--- config.mk ---
export PLATFORM = sky130hd
export DESIGN_NAME = pcg_top
export DESIGN_NICKNAME = d
export VERILOG_FILES = /design/src/rtl/pcg_pkg.sv /design/src/rtl/pcg_decode.sv /design/src/rtl/pcg_counter.sv /design/src/rtl/pcg_top.sv
export SDC_FILE = /design/constraint.sdc
export NUM_CORES = 1
export LEC_CHECK = 0
export BUFFER_PORTS_ARGS = -buffer_cell sky130_fd_sc_hd__buf_2
export CAP_MARGIN = 0
export CORE_ASPECT_RATIO = 0.6
export CORE_MARGIN = 2
export CORE_UTILIZATION = 30
export CTS_BUF_LIST = sky130_fd_sc_hd__clkbuf_4
export CTS_CLUSTER_DIAMETER = 30
export DETAILED_ROUTE_END_ITERATION = 8
export GPL_ROUTABILITY_DRIVEN = 0
export SETUP_SLACK_MARGIN = 0.05
export SYNTH_ARGS = -nofsm -noshare
export SYNTH_HDL_FRONTEND = slang
export SYNTH_HIERARCHICAL = 1
export SYNTH_SLANG_ARGS = --single-unit
--- constraint.sdc ---
create_clock -name clk -period 11.25 [get_ports clk]
set_clock_uncertainty 0.2 [all_clocks]
set_input_delay 0.5625 -clock clk [delete_from_list [all_inputs] [get_ports clk]]
set_output_delay 0.5625 -clock clk [all_outputs]
set_load 0.01 [all_outputs]
--- src/rtl/pcg_pkg.sv ---
package pcg_pkg;
  localparam logic [1:0] PRIV_U = 2'd0;
  localparam logic [1:0] PRIV_S = 2'd1;
  localparam logic [1:0] PRIV_M = 2'd3;

  localparam int N_FIXED = 3;

  localparam logic [11:0] ADDR_UVIEW = 12'hC00;
  localparam logic [11:0] ADDR_MCNT  = 12'hB00;
  localparam logic [11:0] ADDR_MEVT  = 12'h330;
  localparam logic [11:0] ADDR_MEN   = 12'h306;
  localparam logic [11:0] ADDR_DELEG = 12'h30C;
  localparam logic [11:0] ADDR_SEN   = 12'h106;
  localparam logic [11:0] ADDR_SINH  = 12'h120;
  localparam logic [11:0] ADDR_SIDX  = 12'h150;
  localparam logic [11:0] ADDR_ACNT  = 12'h151;
  localparam logic [11:0] ADDR_AEVT  = 12'h152;

  typedef enum logic [3:0] {
    K_NONE, K_UVIEW, K_MCNT, K_MEVT, K_MEN, K_DELEG,
    K_SEN, K_SINH, K_SIDX, K_ACNT, K_AEVT
  } acc_kind_e;
endpackage

--- src/rtl/pcg_decode.sv ---
module pcg_decode
  import pcg_pkg::*;
#(
  parameter int NCNT  = 7,
  parameter int NP    = 4,
  parameter int IDX_W = 4
) (
  input  logic [11:0]      addr,
  input  logic [1:0]       priv,
  input  logic             is_wr,
  input  logic [NCNT-1:0]  men,
  input  logic [NCNT-1:0]  sen,
  input  logic             deleg,
  input  logic [IDX_W-1:0] idx,
  output acc_kind_e        kind,
  output logic [IDX_W-1:0] num,
  output logic             in_range,
  output logic             illegal
);
  localparam int XW = 1 << IDX_W;

  logic [XW-1:0] men_x, sen_x;
  logic [11:0]   off_u, off_m, off_e;
  logic          lvl_m, lvl_s;

  assign men_x = XW'(men);
  assign sen_x = XW'(sen);
  assign off_u = addr - ADDR_UVIEW;
  assign off_m = addr - ADDR_MCNT;
  assign off_e = addr - ADDR_MEVT;
  assign lvl_m = (priv == PRIV_M);
  assign lvl_s = (priv == PRIV_S);

  always_comb begin
    kind     = K_NONE;
    num      = '0;
    in_range = 1'b1;
    if (off_u < 12'(NCNT)) begin
      kind = K_UVIEW;
      num  = off_u[IDX_W-1:0];
    end else if (off_m < 12'(NCNT)) begin
      kind = K_MCNT;
      num  = off_m[IDX_W-1:0];
    end else if (off_e < 12'(NP)) begin
      kind = K_MEVT;
      num  = off_e[IDX_W-1:0];
    end else begin
      unique case (addr)
        ADDR_MEN:   kind = K_MEN;
        ADDR_DELEG: kind = K_DELEG;
        ADDR_SEN:   kind = K_SEN;
        ADDR_SINH:  kind = K_SINH;
        ADDR_SIDX:  kind = K_SIDX;
        ADDR_ACNT:  kind = K_ACNT;
        ADDR_AEVT:  kind = K_AEVT;
        default:    kind = K_NONE;
      endcase
      if (kind == K_ACNT || kind == K_AEVT) begin
        num      = idx;
        in_range = ({{(32-IDX_W){1'b0}}, idx} < 32'(NCNT));
      end
    end
  end

  always_comb begin
    unique case (kind)
      K_UVIEW: illegal = is_wr || !(lvl_m || (lvl_s && men_x[num]) ||
                                    (!lvl_m && !lvl_s && men_x[num] && sen_x[num]));
      K_MCNT, K_MEVT, K_MEN, K_DELEG: illegal = !lvl_m;
      K_SEN, K_SINH, K_SIDX:          illegal = !(lvl_m || lvl_s);
      K_ACNT, K_AEVT: begin
        if (lvl_m)           illegal = 1'b0;
        else if (!lvl_s)     illegal = 1'b1;
        else if (!deleg)     illegal = 1'b1;
        else if (in_range)   illegal = !men_x[num];
        else                 illegal = 1'b0;
      end
      default: illegal = 1'b1;
    endcase
  end
endmodule

--- src/rtl/pcg_counter.sv ---
module pcg_counter #(
  parameter int W = 32
) (
  input  logic         clk,
  input  logic         rst_n,
  input  logic         inc,
  input  logic         inhibit,
  input  logic         wr_en,
  input  logic [W-1:0] wdata,
  output logic [W-1:0] q
);
  always_ff @(posedge clk) begin
    if (!rst_n)              q <= '0;
    else if (wr_en)          q <= wdata;
    else if (inc && !inhibit) q <= q + W'(1);
  end

  // a software write beats a same-cycle increment
  a_r3_write_wins: assert property (@(posedge clk) disable iff (!rst_n)
    wr_en |=> q == $past(wdata));
  // inhibited counter does not move unless written
  a_r2_inhibit_holds: assert property (@(posedge clk) disable iff (!rst_n)
    (!wr_en && inhibit) |=> $stable(q));
endmodule

--- src/rtl/pcg_top.sv ---
module pcg_top
  import pcg_pkg::*;
#(
  parameter int NUM_PROG = 4,
  parameter int CNT_W    = 32,
  parameter int EVT_W    = 8,
  parameter int IDX_W    = 4
) (
  input  logic                clk,
  input  logic                rst_n,
  input  logic [11:0]         csr_addr,
  input  logic [1:0]          csr_priv,
  input  logic                csr_rd,
  input  logic                csr_wr,
  input  logic [CNT_W-1:0]    csr_wdata,
  input  logic                time_tick,
  input  logic                instret_pulse,
  input  logic [NUM_PROG-1:0] event_hit,
  output logic [CNT_W-1:0]    csr_rdata,
  output logic                csr_illegal
);
  localparam int NCNT = N_FIXED + NUM_PROG;

  logic [NCNT-1:0]  men_q, sen_q, sinh_q;
  logic             deleg_q;
  logic [IDX_W-1:0] idx_q;
  logic [CNT_W-1:0] cnt_q [NCNT];
  logic [EVT_W-1:0] evt_q [NUM_PROG];

  acc_kind_e        kind;
  logic [IDX_W-1:0] num;
  logic             in_range, illegal;
  logic             go_wr;
  logic [NCNT-1:0]  inc_vec, cnt_we, sinh_mask;
  logic [NUM_PROG-1:0] evt_we;

  pcg_decode #(.NCNT(NCNT), .NP(NUM_PROG), .IDX_W(IDX_W)) u_decode (
    .addr(csr_addr), .priv(csr_priv), .is_wr(csr_wr),
    .men(men_q), .sen(sen_q), .deleg(deleg_q), .idx(idx_q),
    .kind(kind), .num(num), .in_range(in_range), .illegal(illegal)
  );

  assign go_wr   = csr_wr && !illegal;
  assign inc_vec = {event_hit, instret_pulse, time_tick, 1'b1};

  for (genvar i = 0; i < NCNT; i++) begin : g_cnt
    assign cnt_we[i] = go_wr && (kind == K_MCNT || kind == K_ACNT) &&
                       (num == IDX_W'(i));
    pcg_counter #(.W(CNT_W)) u_cnt (
      .clk(clk), .rst_n(rst_n), .inc(inc_vec[i]), .inhibit(sinh_q[i]),
      .wr_en(cnt_we[i]), .wdata(csr_wdata), .q(cnt_q[i])
    );
  end

  for (genvar j = 0; j < NUM_PROG; j++) begin : g_evt
    assign evt_we[j] = go_wr &&
      ((kind == K_MEVT && num == IDX_W'(j)) ||
       (kind == K_AEVT && num == IDX_W'(j + N_FIXED)));
    always_ff @(posedge clk) begin
      if (!rst_n)         evt_q[j] <= '0;
      else if (evt_we[j]) evt_q[j] <= csr_wdata[EVT_W-1:0];
    end
  end

  // supervisor may only touch inhibit bits of delegated counters
  assign sinh_mask = (csr_priv == PRIV_M) ? '1 : (deleg_q ? men_q : '0);

  always_ff @(posedge clk) begin
    if (!rst_n) begin
      men_q   <= '0;
      sen_q   <= '0;
      sinh_q  <= '0;
      deleg_q <= 1'b0;
      idx_q   <= '0;
    end else if (go_wr) begin
      unique case (kind)
        K_MEN:   men_q   <= csr_wdata[NCNT-1:0];
        K_SEN:   sen_q   <= csr_wdata[NCNT-1:0];
        K_DELEG: deleg_q <= csr_wdata[0];
        K_SIDX:  idx_q   <= csr_wdata[IDX_W-1:0];
        K_SINH:  sinh_q  <= (sinh_q & ~sinh_mask) | (csr_wdata[NCNT-1:0] & sinh_mask);
        default: ;
      endcase
    end
  end

  logic [CNT_W-1:0] cnt_sel, rd_mux;
  logic [EVT_W-1:0] evt_sel;
  logic [IDX_W-1:0] evt_num;
  logic             evt_ok;

  assign evt_ok  = (kind == K_MEVT) || (num >= IDX_W'(N_FIXED));
  assign evt_num = (kind == K_AEVT) ? num - IDX_W'(N_FIXED) : num;

  always_comb begin
    cnt_sel = '0;
    for (int i = 0; i < NCNT; i++)
      if (num == IDX_W'(i)) cnt_sel = cnt_q[i];
    evt_sel = '0;
    for (int j = 0; j < NUM_PROG; j++)
      if (evt_ok && evt_num == IDX_W'(j)) evt_sel = evt_q[j];
  end

  always_comb begin
    unique case (kind)
      K_UVIEW, K_MCNT: rd_mux = cnt_sel;
      K_ACNT:          rd_mux = in_range ? cnt_sel : '0;
      K_MEVT, K_AEVT:  rd_mux = in_range ? CNT_W'(evt_sel) : '0;
      K_MEN:           rd_mux = CNT_W'(men_q);
      K_SEN:           rd_mux = CNT_W'(sen_q);
      K_SINH:          rd_mux = CNT_W'(sinh_q);
      K_DELEG:         rd_mux = CNT_W'(deleg_q);
      K_SIDX:          rd_mux = CNT_W'(idx_q);
      default:         rd_mux = '0;
    endcase
  end

  always_ff @(posedge clk) begin
    if (!rst_n) begin
      csr_rdata   <= '0;
      csr_illegal <= 1'b0;
    end else begin
      csr_rdata   <= (csr_rd && !illegal) ? rd_mux : '0;
      csr_illegal <= (csr_rd || csr_wr) && illegal;
    end
  end

  // quiet response when nothing was accessed
  a_r13_idle_quiet: assert property (@(posedge clk) disable iff (!rst_n)
    !(csr_rd || csr_wr) |=> (!csr_illegal && csr_rdata == '0));
  // machine enable mask cannot be changed below machine mode
  a_r5_men_guarded: assert property (@(posedge clk) disable iff (!rst_n)
    (csr_wr && csr_priv != PRIV_M && csr_addr == ADDR_MEN) |=> $stable(men_q));
  // alias window closed for supervisor when delegation is off
  a_r7_alias_off: assert property (@(posedge clk) disable iff (!rst_n)
    ((csr_rd || csr_wr) && csr_priv == PRIV_S && !deleg_q &&
     (csr_addr == ADDR_ACNT || csr_addr == ADDR_AEVT)) |=> csr_illegal);
  // user read of the cycle view needs both enable bits
  a_r4_user_needs_both: assert property (@(posedge clk) disable iff (!rst_n)
    (csr_rd && csr_priv == PRIV_U && csr_addr == ADDR_UVIEW &&
     !(men_q[0] && sen_q[0])) |=> (csr_illegal && csr_rdata == '0));
endmodule

**Word-level counts from Yosys, hierarchy flattened**

Memories as Yosys holds them, arrays and structs flattened.
Cells that the tools add are included.

- Add/sub/neg operators: 11
- Magnitude comparators: 6
- Equality and inequality tests: 31
- Muxes and demuxes: 72
- Bitwise logic cells: 8
- Reduce and logical (&&, ||, !) cells: 80

Operators by type and width:

| cell | count |
|---|---|
| 32-bit 2-to-1 mux | 22 |
| 32-bit case mux with 8 select lines | 1 |
| 32-bit by 1-bit adder with 32-bit output (second input constant) | 7 |
| 8-bit 2-to-1 mux | 9 |
| 12-bit by 9-bit equality test with 1-bit output (second input constant) | 5 |
| 4-bit 2-to-1 mux | 11 |
| 1-bit logical AND | 37 |
| 12-bit by 3-bit less-than comparator with 1-bit output (second input constant) | 3 |
| 4-bit by 3-bit equality test with 1-bit output (second input constant) | 7 |
| 4-bit case mux with 7 select lines | 1 |
| 12-bit by 10-bit equality test with 1-bit output (second input constant) | 2 |
| 4-bit by 2-bit equality test with 1-bit output (second input constant) | 6 |
| 12-bit subtractor (second input constant) | 2 |
| 1-bit 2-to-1 mux | 23 |
| 4-bit equality test (second input constant) | 5 |
| 7-bit AND | 2 |
| 7-bit 2-to-1 mux | 2 |
| 4-bit by 1-bit equality test with 1-bit output (second input constant) | 3 |
| 1-bit zero test | 12 |
| 1-bit logical OR | 12 |
| 2-bit AND reduction | 6 |
| 2-bit nonzero test | 6 |
| 12-bit by 10-bit subtractor with 12-bit output (second input constant) | 1 |
| 1-bit binary-select mux with 4-bit select | 2 |
| other kinds (15) | 21 |

- Register bits: 283
- RAM bits: 32
- Output and inout bits: 33
- Word-level logic and storage cells: 223
- Memories: 1

Memories:

| memory | depth | bits a word | read ports | clocked after memory_dff | write ports | line | RTL |
|---|---|---|---|---|---|---|---|
| evt_q | 4 | 8 | 4 | 0 | 4 | pcg_top.sv:28 | `logic [EVT_W-1:0] evt_q [NUM_PROG];` |

**Depth between registers and ports, before layout**

Gate-level depths: netlist of run 1.

- Depth in word-level cells: 26
- Gate-level depth with buffers: 18
- Depth with buffers taken out: 14

**By module**

Netlist of run 1, hierarchy kept.

By module, submodules not included:

| module | times used | cells an instance | area each (sq um) | sequential area each (sq um) |
|---|---|---|---|---|
| pcg_counter | 7 | 231 | 1881.8 | 640.6 |
| pcg_top | 1 | 688 | 5828.1 | 2142.1 |
| pcg_decode | 1 | 105 | 740.7 | 0.0 |

**Worst setup path after synthesis of run 1**

No wires, ideal clock.

- Kind: input -> register
- Start: input port csr_addr[4]
- End: register g_cnt[2].u_cnt.q[30]
- Library setup time: 0.092 ns
- Arrival time: 4.164 ns
- Data required time: 10.958 ns
- Slack: 6.794 ns
- Stages: 15
- Buffers on the path: 5
- Cell sequence: or4_4 > o31ai_4 > and2_2 > buf_2 > a21o_1 > ha_1 > buf_1 > clkbuf_1 > clkbuf_1 > and3_1 > clkbuf_1 > clkinv_1 > and4_1 > and3_1 > nor4_1

- Longest elaborated chain between the ends: 24
- Elaborated cells on any way between the ends: 69
- Classes of those cells: add/sub (3); order compare (3); eq/ne (20); mux (25); reduce/logical (18)

RTL lines:

| what | line | RTL |
|---|---|---|
| start: declaration | pcg_top.sv:11 | `input logic [11:0] csr_addr,` |
| branches (longest 10 deep; another with 12-bit by 10-bit subtractor with 12-bit output) | n/a |  |
| 4-bit 2-to-1 mux (*) | pcg_decode.sv:38 | `if (off_u < 12'(NCNT)) begin` |
| via num[1] | pcg_top.sv:31 | `logic [IDX_W-1:0] num;` |
| 1-bit binary-select mux with 4-bit select | pcg_decode.sv:67, pcg_decode.sv:68, pcg_decode.sv:75 |  |
| 1-bit 2-to-1 mux (not written as such) | pcg_decode.sv:67, pcg_decode.sv:68, pcg_decode.sv:75 |  |
| 1-bit zero test, or another cell as far along | pcg_decode.sv:75 | `else if (in_range) illegal = !men_x[num];` |
| 1-bit 2-to-1 mux, or another cell as far along | pcg_decode.sv:75 |  |
| 1-bit 2-to-1 mux or 1-bit logical OR (tied branches) | pcg_decode.sv:74, pcg_decode.sv:67 |  |
| 1-bit 2-to-1 mux or 1-bit zero test (tied branches) | pcg_decode.sv:73, pcg_decode.sv:67 |  |
| 1-bit 2-to-1 mux or 1-bit logical OR (tied branches) | pcg_decode.sv:72, pcg_decode.sv:67 |  |
| 1-bit case mux with 4 select lines | pcg_decode.sv:66 | `unique case (kind)` |
| 1-bit zero test | pcg_top.sv:43 | `assign go_wr = csr_wr && !illegal;` |
| 1-bit logical AND | pcg_top.sv:43 |  |
| 1-bit logical AND | pcg_top.sv:47 | `assign cnt_we[i] = go_wr && (kind == K_MCNT \|\| kind == K_ACNT) &&` |
| 1-bit logical AND (*) | pcg_top.sv:47 |  |
| via cnt_we[2] | pcg_top.sv:34 | `logic [NCNT-1:0] inc_vec, cnt_we, sinh_mask;` |
| 32-bit 2-to-1 mux or 2-bit nonzero test (tied branches) | n/a |  |
| end signal: assignment | pcg_counter.sv:14 | `else if (wr_en) q <= wdata;` |
| end signal: assignment | pcg_counter.sv:15 | `else if (inc && !inhibit) q <= q + W'(1);` |
| end: declaration | pcg_counter.sv:10 | `output logic [W-1:0] q` |

Mark *: on every way through the listed nets, which the timed path passes. The select of a mux whose other input is x is not followed.
A chain may end at the register's enable or synchronous reset.

**Final worst setup path of run 1**

- Start: input port csr_addr[5]
- End: register g_cnt[1].u_cnt.q[30]

- Elaborated cells on any way between the ends: 69
- Classes of those cells: add/sub (3); order compare (3); eq/ne (20); mux (25); reduce/logical (18)

RTL lines:

| what | line | RTL |
|---|---|---|
| branches (longest 7 deep; another with 12-bit by 10-bit subtractor with 12-bit output) | n/a |  |
| 4-bit 2-to-1 mux (*) | pcg_decode.sv:38 |  |
| via kind[3] | pcg_top.sv:30 | `acc_kind_e kind;` |
| 4-bit by 2-bit equality test with 1-bit output, or another cell as far along | pcg_decode.sv:66 |  |
| 4-bit OR reduction, or another cell as far along | pcg_decode.sv:66 |  |
| 1-bit case mux with 4 select lines (*) | pcg_decode.sv:66 |  |
| via illegal | pcg_top.sv:32 | `logic in_range, illegal;` |
| 1-bit zero test (*) | pcg_top.sv:43 |  |
| 1-bit logical AND (*) | pcg_top.sv:43 |  |
| 1-bit logical AND (*) (2 in series) | pcg_top.sv:47 |  |
| via cnt_we[1] | pcg_top.sv:34 |  |
| 32-bit 2-to-1 mux or 2-bit nonzero test (tied branches) | n/a |  |
| end signal: assignment | pcg_counter.sv:14 |  |
| end signal: assignment | pcg_counter.sv:15 |  |
| end: declaration | pcg_counter.sv:10 |  |

Marks and branches as above.

==> impl_metrics.yaml, run 1 <==
sta:
  timing.fmax_ghz: 0.152
  finalSetupViolations: 0
  slew_headroom_pct: 4.03
  maxSlewViolCount: 0
  worst_slew_pin_slew_ns: 1.43
  setup_tns_ns: 0
  worst_hold_slack_ns: 0.0136
  period_share_pct: 58.6
  worst_slack_ns: 4.66
  grt_setup_unrepaired: "false"
  period_needed_ns: 6.59
  hold_viol: 0
power:
  p_per_area_nw_per_um2: 111
  total_power_uw: 2460
  peakVddDrop_v: 0.0000580
  p_leak_uw: 0.00746
hold_path:
  hold-path-cell-count: 2
  holdCritStartpoint: "rst_n"
  hold_path_end: "g_cnt[0].u_cnt/q[3]"
  min_path_type: "in -> reg"
detailed_routing:
  viasPerCell: 6.13
  drc: 0
  vias: 20900
  dr.pass1.iters: 6
  wl_mm: 77.8
  drt_iter0_markers: 3063
  wl_per_cell_um: 22.8
  ant_nets: 0
yosys:
  synth-seq-cells: 315
  synth_area_um2: 19700
  netlist_top_cells_count: "283 x dfxtp_1, 259 x o21ai_0, 181 x nand2_1, 133 x clkbuf_1, 122 x a21oi_1"
  synthCells: 2410
  synth_top_area_share_pct: 28.7
  yosysUniqueCellTypes: 87
  ys_warn_count: 6
  ys_seq_area_share_pct: 33.6
  synth_top_cell_by_area: "dfxtp_1"
  synth_area_per_cell_um2: 8.19
  ys.flop_type: "dfxtp_1"
  yosysMostFrequentCell: "dfxtp_1"
  synth_edf_count: 32
  synth-async-reset-ratio_pct: 0
  synthTopCellsByArea: "dfxtp_1 29%, o21ai_0 6.6%, edfxtp_1 4.9%, nand2_1 3.4%, a21oi_1 3.1%"
die:
  die_area_um2: 67900
  ioPinCount: 89
  die_w_um: 335
  initial_core_util_pct: 30.5
  rows: 72
  die_height_um: 203
  core_um2: 64800
setup_path:
  worstPathCellList: "buf_2 > or3_4 > nor4_4 > a31oi_4 > and2b_2 > a211oi_1 > nor4bb_1 > o311ai_1 > nand2b_1 > nor3_1 > buf_4 > and3_1 > clkinv_1 > and4_1 > and3_1 > nor4_1"
  cp.arrival_ns: 7.14
  reg2reg_depth: 13
  crit_slowest_cell: "clkinv_1"
  r2r_slack_ns: 5.30
  required_ns: 11.80
  critPathMaxFanout: 46
  cpMostUsedCell: "and3_1"
  endpoint_kind: "flop"
  cp-start-kind: "primary input"
  r2r-start: "idx_q[0]"
  critPathKind: "in -> reg"
  reg2reg_to: "g_cnt[1].u_cnt/q[30]"
  max_stage_delay_ns: 1.25
clock_network:
  tritoncts: "built"
  cts_resized: 0
  clkTransAtPathRegs_ns: 0.06
  postCtsSetupBuffers: 0
  clock_latency_ns: 0.94
  h-tree-depth: 3
  cts.sinks: 315
  cts_root_buffer: "clkbuf_4"
  cts_buffer_depth: 3
  cts_buffers: 90
status:
  status: "completed"
layout:
  nets: 2539
  final_cells: 3406
  syn_to_final_growth_pct: 12.6
  fillers: 6678
  drive_gt1_share_pct: 13.5
global_routing:
  grt_pass1_wl_mm: 115
  grt_pass1_vias: 18600
  grt_max_degree: 204
  grt_usage_pct: 22.1
  antenna_found_initial: 3
  grt-ovfl-total: 0
place:
  place.detailed.hpwl_mm: 54.2
  placed_cells: 3197
  port_buffers: 88
  pre_cts_ws_ns: 3.99
run:
  max_cap_violations: 0
## power breakdown
part	switching [uW]	internal [uW]	total, uW	leakage, uW
Clock	558	560	1120	0.000692
Sequential	23.5	1150	1180	0.00259
Combinational	112	54.5	166	0.00418
## sequential cells by signal (all words and copies together), names as in the netlist, named ones only
register,count
csr_rdata,32
g_cnt.u_cnt/q,224
men_q,7
csr_illegal,1
deleg_q,1
idx_q,4
evt_q,32
sen_q,7
## worst max-delay path by stage
stage                     cells past startpoint         from                    to  slack (ns)
after detailed placement                     16  csr_addr[5]  g_cnt[1].u_cnt/q[30]        3.99
after CTS                                    16  csr_addr[5]  g_cnt[1].u_cnt/q[30]        4.94
after floorplan                              15  csr_addr[4]  g_cnt[2].u_cnt/q[30]        6.79
after global placement                       16  csr_addr[5]  g_cnt[1].u_cnt/q[30]        4.21
after global routing                         16  csr_addr[5]  g_cnt[1].u_cnt/q[30]        4.27
final                                        16  csr_addr[5]  g_cnt[1].u_cnt/q[30]        4.66
## area by class of cell
class / count / area [um2] / share of cell area (%)
clock inverter: 38 / 218 / 0.979
multi-input combinational: 1883 / 12300 / 55.1
clock buffer: 124 / 931 / 4.19
inverter: 38 / 143 / 0.642
tap: 851 / 1060 / 4.79
antenna: 13 / 32.5 / 0.146
timing repair buffer: 144 / 965 / 4.34
sequential: 315 / 6630 / 29.8
## logic make-up (layout without fill, tap and decap cells)
| kind of cell | after synthesis | after routing | synth area share [%] |
|---|---|---|---|
| flip-flops | 315 | 315 | 33.6 |
| AND/OR/NAND/NOR | 949 | 949 | 28.7 |
| other | 1 | 17 | 0.0190 |
| AO/OA/AOI/OAI | 794 | 794 | 26.7 |
| buffers and inverters | 215 | 344 | 4.58 |
| multiplexers | 38 | 38 | 1.94 |
| XOR/XNOR | 87 | 87 | 3.86 |
| adder cells (fa/ha/maj) | 11 | 11 | 0.697 |
## per-layer routing
layer / vias to the layer above / wire [um] / GRT usage (%)
met5: - / 0 / 0
met4: 0 / 1490 / 5.49
met3: 133 / 11600 / 8.24
met2: 1204 / 28900 / 27.5
met1: 10000 / 35800 / 34.3
li1: 9522 / - / -
## timing repair
action | CTS | global route
hold endpoints to repair | 129 | 0
hold buffers | 34 | 0
endpoints found under the setup margin | 0 | 0
## stage by stage
| stage | cell area, um2 | util [%] |
|---|---|---|
| 6_report | 22200 | 34.3 |
| 5_1_grt | 22200 | 34.3 |
| 4_1_cts | 22200 | 34.3 |
| 3_5_place_dp | 20700 | 32.0 |
| 3_3_place_gp | 20700 | 32.0 |
| 2_1_floorplan | 19800 | - |
## worst max-delay path: cells and delay by family
family                 cells  cell delay (ns)
AND/OR/NAND/NOR           10             4.43
buffers and inverters      3             1.55
AO/OA/AOI/OAI              3             0.58
## cell usage in the layout, fill, tap and decap left out, types with 24 or more instances in the layout
| cell type | Yosys | final |
|---|---|---|
| dlygate4sd3_1 | 0 | 34 |
| xnor2_1 | 66 | 66 |
| nor3b_1 | 28 | 28 |
| buf_2 | 9 | 87 |
| nor2b_1 | 32 | 31 |
| a22oi_1 | 58 | 58 |
| mux2i_1 | 36 | 36 |
| o31ai_1 | 44 | 44 |
| clkinv_1 | 7 | 28 |
| nand2_1 | 181 | 181 |
| o21ai_0 | 259 | 259 |
| nand4_1 | 73 | 73 |
| and2_1 | 41 | 41 |
| a32o_1 | 24 | 24 |
| inv_1 | 31 | 31 |
| clkbuf_4 | 0 | 124 |
| nor3_1 | 46 | 45 |
| edfxtp_1 | 32 | 32 |
| nor2_1 | 71 | 69 |
| dfxtp_1 | 283 | 283 |
| and3_1 | 34 | 34 |
| o211a_1 | 32 | 32 |
| a31oi_1 | 58 | 58 |
| a21oi_1 | 122 | 122 |
| nor4_1 | 68 | 66 |
| or4_1 | 71 | 71 |
| and4_1 | 42 | 42 |
| nand2b_1 | 57 | 57 |
| nand3_1 | 84 | 84 |
| a211oi_1 | 39 | 39 |
Note: power is estimated with default switching activity, not from simulation.
==> run 2, diff against run 1 <==
Clock period 11.25 ns to 5.5 ns, I/O delays scaled along.
==> run 2 against run 1 <==
Against the previous run:
- routed wire length is 2.0% lower
- sequential cell count is the same
- global-route usage fell by 0.39 points
- sequential power is 100% higher
- core utilization grew 0.58 points
- worst setup slack got worse by 3.9 ns
- non-clock buffer count grew 45
- via count up 1.1%
- register-to-register slack lost 4.4 ns
- total power grew 110%
- largest cell class unchanged
==> impl_metrics.yaml, run 2 (synthesized netlist as in run 1, its figures left out) <==
status:
  status: "completed"
layout:
  mostFrequentLayoutCells: "283 x dfxtp_1, 259 x o21ai_0, 181 x nand2_1, 123 x clkbuf_4, 122 x a21oi_1"
  fillers: 6681
  drive_gt1_share_pct: 14.1
  largest_reg_flops: 224
  final_common_cell: "dfxtp_1"
  reg.largest.list: "g_cnt.u_cnt/q: 224 flops, csr_rdata: 32 flops, evt_q: 32 flops"
  regMostFlops: "g_cnt.u_cnt/q"
  syn_to_final_growth_pct: 14.5
  multi_input_area_um2: 12300
  seq_area_um2: 6630
  nets: 2582
hold_path:
  hold_path_end: "csr_illegal"
  holdCritStartpoint: "csr_wr"
  min_path_type: "in -> reg"
  hold-path-cell-count: 3
sta:
  period_share_pct: 85.8
  worst_slew_pin_slew_ns: 1.23
  maxSlewViolCount: 0
  hold_viol: 0
  period_needed_ns: 4.72
  grt_setup_unrepaired: "false"
  worst_slack_ns: 0.780
  finalSetupViolations: 0
  slew_headroom_pct: 17.4
  setup_tns_ns: 0
  timing.fmax_ghz: 0.212
power:
  pwr-share-comb_pct: 6.6
  p_switching_uw: 1400
  p_leak_uw: 0.00769
  peakVddDrop_v: 0.000120
  seqPwrFrac_pct: 47.1
  p_clk_share_pct: 46.3
  internal_power_uw: 3700
  p_per_area_nw_per_um2: 225
  switching_share_pct: 27.4
detailed_routing:
  dr.pass1.iters: 6
  vias: 21100
  drt_iter0_markers: 2892
  wl_mm: 76.2
  ant_nets: 0
  wl_per_cell_um: 22.2
  drc: 0
  viasPerCell: 6.15
global_routing:
  grt-ovfl-total: 0
  grt_pass1_vias: 19100
  grt_pass1_wl_mm: 115
  grt_usage_pct: 21.7
  antenna_found_initial: 4
  grt_max_degree: 103
place:
  place.detailed.hpwl_mm: 55.0
  port_buffers: 88
  pre_cts_ws_ns: 0.500
clock_network:
  h-tree-depth: 3
  postCtsSetupBuffers: 0
  cts.sinks: 315
  clock_latency_ns: 0.89
  clkTransAtPathRegs_ns: 0.07
  ctsHoldBuffers: 54
  tritoncts: "built"
  cts_buffers: 88
  cts_resized: 0
  cts_buffer_depth: 3
  cts_root_buffer: "clkbuf_4"
setup_path:
  r2r_slack_ns: 0.90
  reg2reg_depth: 13
  cp-start-kind: "primary input"
  cp.arrival_ns: 5.29
  required_ns: 6.07
  crit_slowest_cell: "nor4_1"
  critPathKind: "in -> reg"
  worstPathCellList: "buf_2 > nor4_1 > o2111a_1 > a31oi_4 > and2b_2 > a211oi_1 > nor4bb_1 > o311ai_1 > nand2b_1 > nor3_1 > and3_1 > clkinv_1 > buf_4 > o21ai_0 > a21oi_1 > dlygate4sd3_1"
  endpoint_kind: "flop"
  r2r-start: "idx_q[0]"
  critPathMaxFanout: 28
  max_stage_delay_ns: 0.71
  reg2reg_to: "g_cnt[3].u_cnt/q[13]"
die:
  initial_core_util_pct: 30.5
  die_w_um: 335
  die_height_um: 203
  rows: 72
  ioPinCount: 89
  die_area_um2: 67900
  core_um2: 64800
run:
  max_cap_violations: 0
[run 2: cell count changes in the layout (fill, tap and decap cells not counted)]
cell	previous run	this run
dlygate4sd3_1	34	54
clkinv_2	10	8
buf_4	21	46
inv_2	3	0
clkinvlp_4	0	1
bufinv_16	2	4
buf_2	87	88
buf_12	1	0
diode_2	13	3
clkinv_1	28	25
clkbuf_4	124	123
[run 2: worst max-delay path by stage]
stage                 from              endpoint  slack (ns)  cells after the start
3_5_place_dp   csr_addr[4]  g_cnt[3].u_cnt/q[30]        0.50                     15
4_1_cts           idx_q[0]  g_cnt[3].u_cnt/q[18]        1.02                     13
3_3_place_gp   csr_addr[4]  g_cnt[3].u_cnt/q[30]        0.66                     15
6_report       csr_addr[4]  g_cnt[3].u_cnt/q[13]        0.78                     16
2_1_floorplan  csr_addr[4]  g_cnt[2].u_cnt/q[30]        1.33                     15
5_1_grt        csr_addr[4]  g_cnt[3].u_cnt/q[18]        0.46                     16
[run 2: power groups by stage]
stage | logic [uW] | registers, uW | clock network, uW
2_1_floorplan | 159 | 2430 | 0
3_3_place_gp | 290 | 2450 | 0
3_5_place_dp | 298 | 2450 | 0
4_1_cts | 325 | 2400 | 2400
5_1_grt | 361 | 2410 | 2520
6_report | 337 | 2400 | 2360
[run 2: through the flow]
| stage | utilization, % | total power (uW) | hold slack (ns) | cell area, um2 | instances |
|---|---|---|---|---|---|
| after floorplan | - | 2590 | 0.213 | 19800 | 2413 |
| after global placement | 32.2 | 2740 | 0.302 | 20900 | 3221 |
| after detailed placement | 32.2 | 2750 | 0.304 | 20900 | 3221 |
| after CTS | 34.9 | 5130 | 0.0354 | 22600 | 3431 |
| after global routing | 34.9 | 5290 | 0.0531 | 22600 | 3435 |
| final | 34.9 | 5100 | 0.0821 | 22600 | 3435 |
[run 2: worst max-delay path, delay by kind of cell]
kind,cells,cell delay [ns]
and+or+nand+nor,6,2.24
buffers and inverters,4,1.74
AOI/OAI and AO/OA,6,1.02
[run 2: area by class of cell]
class,count,area share [%]
tap,851,4.71
inverter,38,0.631
clock buffer,123,4.08
antenna,3,0.0332
clock inverter,33,1.12
multi-input combinational,1883,54.2
timing repair buffer,189,5.92
sequential,315,29.3
[run 2: routing by layer]
layer / vias to the layer above / GRT usage [%] / share of wire [%]
met5: - / 0 / 0
met4: 0 / 4.77 / 1.4
met3: 102 / 6.61 / 14
met2: 1268 / 27.9 / 38
met1: 10200 / 34.1 / 46
li1: 9574 / - / -
